### config.mk
export PLATFORM = sky130hd
export DESIGN_NAME = txflush_ctrl
export DESIGN_NICKNAME = d
export VERILOG_FILES = /design/src/rtl/txflush_pkg.sv /design/src/rtl/txflush_decode.sv /design/src/rtl/txflush_seq.sv /design/src/rtl/txflush_stat.sv /design/src/rtl/txflush_ctrl.sv
export SDC_FILE = /design/constraint.sdc
export NUM_CORES = 1
export LEC_CHECK = 0
export BUFFER_PORTS_ARGS = -buffer_cell sky130_fd_sc_hd__buf_4
export CAP_MARGIN = 0
export CELL_PAD_IN_SITES_DETAIL_PLACEMENT = 0
export CELL_PAD_IN_SITES_GLOBAL_PLACEMENT = 1
export CORE_MARGIN = 2
export CORE_UTILIZATION = 30
export CTS_BUF_LIST = sky130_fd_sc_hd__clkbuf_8
export DETAILED_ROUTE_END_ITERATION = 10
export PLACE_DENSITY_LB_ADDON = 0.25
export SYNTH_ARGS = -nofsm -noshare
export SYNTH_HDL_FRONTEND = slang
export SYNTH_SLANG_ARGS = --single-unit
### constraint.sdc
create_clock -name clk -period 4.7 [get_ports clk]
set_clock_uncertainty 0.15 [all_clocks]
set_input_delay 0.94 -clock clk [delete_from_list [all_inputs] [get_ports clk]]
set_output_delay 0.94 -clock clk [all_outputs]
set_load 0.02 [all_outputs]
### src/rtl/txflush_pkg.sv
package txflush_pkg;

   typedef enum logic [1:0] {
      FL_IDLE  = 2'd0,
      FL_WAIT  = 2'd1,
      FL_PULSE = 2'd2
   } fl_state_e;

endpackage

### src/rtl/txflush_decode.sv
module txflush_decode #(
   parameter int NUM_FIFO   = 7,
   parameter int HOST_FIFOS = 2,
   parameter int SEL_W      = 5,
   parameter int ALL_CODE   = 16
) (
   input  logic [SEL_W-1:0]    sel,
   input  logic                host,
   output logic [NUM_FIFO-1:0] mask
);

   localparam logic [SEL_W-1:0] ALL_SEL = SEL_W'(ALL_CODE);

   logic all_hit;
   assign all_hit = (sel == ALL_SEL);

   for (genvar i = 0; i < NUM_FIFO; i++) begin : g_bit
      logic one_hit;
      assign one_hit = (sel == SEL_W'(i));
      if (i < HOST_FIFOS) begin : g_shared
         assign mask[i] = one_hit | all_hit;
      end else begin : g_devonly
         assign mask[i] = ~host & (one_hit | all_hit);
      end
   end


   always_comb begin
      if (!all_hit) begin
         single_sel_chk: assert ($countones(mask) <= 1)
            else $error("single selector decoded to several FIFOs");
      end
   end

endmodule

### src/rtl/txflush_seq.sv
module txflush_seq
   import txflush_pkg::*;
#(
   parameter int NUM_FIFO = 7,
   parameter int SEL_W    = 5
) (
   input  logic                clk,
   input  logic                rst_n,
   input  logic                accept,
   input  logic [SEL_W-1:0]    acc_sel,
   input  logic                acc_host,
   input  logic                xfer_busy,
   input  logic [NUM_FIFO-1:0] tgt_mask,
   output logic [SEL_W-1:0]    lat_sel,
   output logic                lat_host,
   output logic                pending,
   output logic [NUM_FIFO-1:0] ptr_rst
);

   fl_state_e state_q;

   always_ff @(posedge clk) begin
      if (!rst_n) begin
         state_q  <= FL_IDLE;
         lat_sel  <= '0;
         lat_host <= 1'b0;
         ptr_rst  <= '0;
      end else begin
         unique case (state_q)
            FL_IDLE: begin
               ptr_rst <= '0;
               if (accept) begin
                  lat_sel  <= acc_sel;
                  lat_host <= acc_host;
                  state_q  <= FL_WAIT;
               end
            end
            FL_WAIT: begin
               if (!xfer_busy) begin
                  ptr_rst <= tgt_mask;
                  state_q <= FL_PULSE;
               end
            end
            FL_PULSE: begin
               ptr_rst <= '0;
               state_q <= FL_IDLE;
            end
            default: begin
               ptr_rst <= '0;
               state_q <= FL_IDLE;
            end
         endcase
      end
   end

   assign pending = (state_q != FL_IDLE);


   no_flush_when_busy_chk: assert property (@(posedge clk) disable iff (!rst_n)
      (ptr_rst != '0) |-> $past(!xfer_busy))
      else $error("pointer reset while engines busy");


   single_cycle_pulse_chk: assert property (@(posedge clk) disable iff (!rst_n)
      (ptr_rst != '0) |=> (ptr_rst == '0))
      else $error("pointer reset longer than one cycle");


   clear_after_pulse_chk: assert property (@(posedge clk) disable iff (!rst_n)
      (ptr_rst != '0) |=> !pending)
      else $error("request bit not cleared after pulse");


   pulse_needs_pending_chk: assert property (@(posedge clk) disable iff (!rst_n)
      (ptr_rst != '0) |-> pending)
      else $error("pulse without a pending request");


   target_stable_chk: assert property (@(posedge clk) disable iff (!rst_n)
      (pending && $past(pending)) |-> ($stable(lat_sel) && $stable(lat_host)))
      else $error("latched target changed during a pending flush");

endmodule

### src/rtl/txflush_stat.sv
module txflush_stat (
   input  logic clk,
   input  logic rst_n,
   input  logic bm_busy,
   input  logic dma_req_in,
   output logic bm_idle,
   output logic dma_req
);

   always_ff @(posedge clk) begin
      if (!rst_n) begin
         bm_idle <= 1'b1;
         dma_req <= 1'b0;
      end else begin
         bm_idle <= ~bm_busy;
         dma_req <= dma_req_in;
      end
   end


   idle_follow_chk: assert property (@(posedge clk) disable iff (!rst_n)
      $past(rst_n) |-> (bm_idle == !$past(bm_busy)))
      else $error("idle flag does not track bus master");


   status_reset_chk: assert property (@(posedge clk) disable iff (!rst_n)
      $past(!rst_n) |-> (bm_idle && !dma_req))
      else $error("status bits wrong after reset");

endmodule

### src/rtl/txflush_ctrl.sv
module txflush_ctrl #(
   parameter int NUM_FIFO   = 7,
   parameter int HOST_FIFOS = 2,
   parameter int SEL_W      = 5,
   parameter int ALL_CODE   = 16
) (
   input  logic                clk,
   input  logic                rst_n,
   input  logic                host_mode,
   input  logic                wr_en,
   input  logic [SEL_W-1:0]    wr_sel,
   input  logic                wr_flush,
   input  logic                xfer_busy,
   input  logic                bm_busy,
   input  logic                dma_req_in,
   output logic [SEL_W-1:0]    sel_o,
   output logic                flush_pend_o,
   output logic                bm_idle_o,
   output logic                dma_req_o,
   output logic [NUM_FIFO-1:0] ptr_rst_o
);

   if (NUM_FIFO < 1 || NUM_FIFO > ALL_CODE) begin : g_bad_num
      $error("NUM_FIFO must lie between 1 and ALL_CODE");
   end
   if (HOST_FIFOS < 1 || HOST_FIFOS > NUM_FIFO) begin : g_bad_host
      $error("HOST_FIFOS must lie between 1 and NUM_FIFO");
   end
   if (ALL_CODE >= (1 << SEL_W)) begin : g_bad_all
      $error("ALL_CODE does not fit in SEL_W bits");
   end

   logic [SEL_W-1:0]    sel_q;
   logic [SEL_W-1:0]    lat_sel;
   logic                lat_host;
   logic                pending;
   logic                accept;
   logic [NUM_FIFO-1:0] tgt_mask;

   always_ff @(posedge clk) begin
      if (!rst_n) begin
         sel_q <= '0;
      end else if (wr_en) begin
         sel_q <= wr_sel;
      end
   end

   assign accept = wr_en & wr_flush & ~pending;

   txflush_decode #(
      .NUM_FIFO   (NUM_FIFO),
      .HOST_FIFOS (HOST_FIFOS),
      .SEL_W      (SEL_W),
      .ALL_CODE   (ALL_CODE)
   ) u_decode (
      .sel  (lat_sel),
      .host (lat_host),
      .mask (tgt_mask)
   );

   txflush_seq #(
      .NUM_FIFO (NUM_FIFO),
      .SEL_W    (SEL_W)
   ) u_seq (
      .clk       (clk),
      .rst_n     (rst_n),
      .accept    (accept),
      .acc_sel   (wr_sel),
      .acc_host  (host_mode),
      .xfer_busy (xfer_busy),
      .tgt_mask  (tgt_mask),
      .lat_sel   (lat_sel),
      .lat_host  (lat_host),
      .pending   (pending),
      .ptr_rst   (ptr_rst_o)
   );

   txflush_stat u_stat (
      .clk        (clk),
      .rst_n      (rst_n),
      .bm_busy    (bm_busy),
      .dma_req_in (dma_req_in),
      .bm_idle    (bm_idle_o),
      .dma_req    (dma_req_o)
   );

   assign sel_o        = sel_q;
   assign flush_pend_o = pending;


   accept_sets_pend_chk: assert property (@(posedge clk) disable iff (!rst_n)
      (wr_en && wr_flush && !flush_pend_o) |=> flush_pend_o)
      else $error("accepted request not pending");


   host_range_chk: assert property (@(posedge clk) disable iff (!rst_n)
      (lat_host && ptr_rst_o != '0) |-> ((ptr_rst_o >> HOST_FIFOS) == '0))
      else $error("host flush touched a device-only FIFO");

endmodule

==> reports/qor.yml <==
synth:
  synth_top_cell_by_area: "dfxtp_1"
  netlist_area_um2: 900.9
  synth_top_area_frac: 0.4889
  synth-simple-area-share: 0.2542
  ys_seq_area_frac: 0.4889
  synth_async_sr_flop_share: 0
  synth_mux_area_frac: 0.1222
  syn-num-nets: 104
  synth_compound_area_frac: 0.06528
  ys_warn_count: 0
  syn_inst: 91
  synth-adder-area-share: 0
  synth.avg_cell_area_um2: 9.900
  synth_edf_count: 0
  yosys-top-cells-count: "22 x dfxtp_1, 11 x mux2i_1, 11 x nor2b_1"
  ys_seq_elements: 22
  yosysMostFrequentCell: "dfxtp_1"
  synth_xor_area_frac: 0.02917
  synth_top_family_by_area: "simple AND/OR/NAND/NOR gates"
  synth_cell_types: 27
  synth_flop_cell: "dfxtp_1"
  synthTopCellsByArea: "dfxtp_1 49%, mux2i_1 12%, nor2b_1 7.6%"
sta:
  timing.setup.tns_ns: 0
  slew-limit-headroom: 0.6933
  setup-violations-final: 0
  max_freq_mhz: 444.9
  tightest_slew_ns: 0.4537
  finalHoldViolCount: 0
  maxSlewViolCount: 0
  fin_crit_ns: 2.247
  rsz0062_at_grt: "no"
  finalCritPeriodShare: 0.4782
global_route:
  grt_start_max_net_pins: 16
  antenna_found_initial: 0
  grt_first_pass_wirelength_um: 3056
  grt_usage: 0.1171
  grt_pass1_vias: 671
  gr-total-overflow: 0
final_layout:
  num-nets-final: 131
  multi_input_area_um2: 424.2
  syn_to_final_growth_pct: 31.94
  nFillCells: 297
  layout.cells.non_filler: 148
  drive_gt1_frac: 0.3162
  regArea_um2: 440.4
  num_antenna_cells: 0
floorplanning:
  rows: 19
  start_util: 0.3211
  die_h_um: 58.80
  core-area_um2: 2805
  die_w_um: 58.80
  dieArea_um2: 3457
  io_pins: 28
route:
  drt_pass1_iterations: 7
  drt_iter0_markers: 16
  avgViaCountPerCell: 4.770
  drc_errors: 1
  ant_nets: 0
  wl_per_cell_um: 12.00
  wl_um: 1776
  vias: 706
critical_path:
  path_max_fanout: 13
  r2r-start: "u_seq.lat_sel[3]$_SDFFE_PN0P_"
  worst_ep_required_time_ns: 4.74
  critPathKind: "in -> reg"
  cp-end-kind: "register"
  worstSetupStartpoint: "xfer_busy"
  cp-start-kind: "input port"
  worstPathArrival_ns: 2.28
clock_network:
  cts_tree: "built"
  cts_buffers: 3
  clockBufferDepth: 2
  clk_pin_slew_ns: 0.08
  post-cts-setup-buffers: 0
  root_buffer: "clkbuf_8"
  htree_levels: 1
  worstSkewPairLatency_ns: 0.26
  ctsHoldBuffers: 0
  cts.sinks: 22
  cts_resized: 0
placement:
  io_buffer_count: 27
  hpwlAfterDp_um: 1295
  placed_cells: 144
  gp_congestion: 0.7563
run:
  maxCapViolCount: 0
hold_path:
  holdCritStartpoint: "u_seq.ptr_rst[0]$_SDFFE_PN0N_"
  hold_class: "reg -> reg"
status:
  status: "complete, but fails checks"
  violations: "DRC"
pwr:
  p_leak_nw: 0.4935
  p_clk_frac: 0.413
  p_seq_frac: 0.472
  p_int_uw: 333.8
  p_comb_frac: 0.115
  p_sw_uw: 91.25
  ir_drop_uv: 287.1
  power_density_nw_per_um2: 357.6
  swShare: 0.2147
==> cells by family (layout without fill, tap and decap cells) <==
logic type | count (synthesis) | count (layout)
AND/OR/NAND/NOR | 38 | 38
flip-flops | 22 | 22
multiplexers | 11 | 11
AO/OA/AOI/OAI | 10 | 10
buffers and inverters | 7 | 33
XOR/XNOR | 3 | 3
==> metrics by stage <==
| step | util | hold slack (ns) | worst slack (ns) | cell area (um2) | power, mW |
|---|---|---|---|---|---|
| after floorplan | - | 0.3715 | 2.394 | 900.9 | 0.2350 |
| after global placement | 0.3983 | 0.2968 | 2.196 | 1117 | 0.2540 |
| after detailed placement | 0.3983 | 0.3023 | 2.176 | 1117 | 0.2548 |
| after CTS | 0.4237 | 0.3137 | 2.453 | 1189 | 0.4318 |
| after global routing | 0.4237 | 0.3376 | 2.438 | 1189 | 0.4458 |
| final | 0.4237 | 0.3062 | 2.453 | 1189 | 0.4250 |
==> placed cells by master (no fill, tap or decap), types with 2 or more instances in the layout <==
cell type,n
a21oi_1,5
o21ai_0,2
xnor2_1,2
nand3_1,2
dfxtp_1,22
a32oi_1,2
nor2b_1,11
nand2_1,7
buf_4,28
or3_2,2
mux2i_1,11
clkbuf_8,3
nor2_1,6
==> routing by layer <==
| layer | GRT usage | up-vias | part of all wire |
|---|---|---|---|
| met5 | 0 | - | 0 |
| met4 | 0.02922 | 0 | 0.010 |
| met2 | 0.1825 | 20 | 0.46 |
| li1 | - | 363 | - |
| met1 | 0.1516 | 321 | 0.47 |
| met3 | 0.04615 | 2 | 0.059 |
==> layout make-up <==
type	instances	area share
multi-input cells	62	0.3568
inverters	1	0.003158
repair buffers	28	0.1768
flip-flops and latches	22	0.3705
clock inverters	1	0.02526
well taps	31	0.03263
clock buffers	3	0.03474
==> worst paths after layout <==
check / end / slack [ns] / cells past startpoint
setup / recovery: u_seq.ptr_rst[6]$_SDFFE_PN0N_ / 2.45 / 4
hold / removal: u_seq.ptr_rst[0]$_SDFFE_PN0N_ / 0.31 / 2
setup reg to reg: u_seq.ptr_rst[6]$_SDFFE_PN0N_ / 2.87 / 3
hold reg to reg: u_seq.ptr_rst[0]$_SDFFE_PN0N_ / 0.31 / 2
==> flip-flops by register name (all words and copies together), names as in the netlist <==
register and flops:
u_seq.lat_host 1, u_seq.ptr_rst 7, u_stat.bm_idle 1, u_stat.dma_req 1, u_seq.lat_sel 5, u_seq.state_q 2, sel_o 5
==> power groups by stage <==
stage	logic (mW)	clock network (mW)	registers, mW
6_report	0.0489	0.175	0.201
5_1_grt	0.0542	0.189	0.202
4_1_cts	0.0497	0.181	0.201
3_5_place_dp	0.0497	0	0.205
3_3_place_gp	0.0489	0	0.205
2_1_floorplan	0.0282	0	0.207
==> critical path: stages <==
cell,delay (ns)
buf_4,0.16
or4_4,0.52
or4b_4,0.49
a31oi_1,0.17
Power figures use the tool's default switching activity.
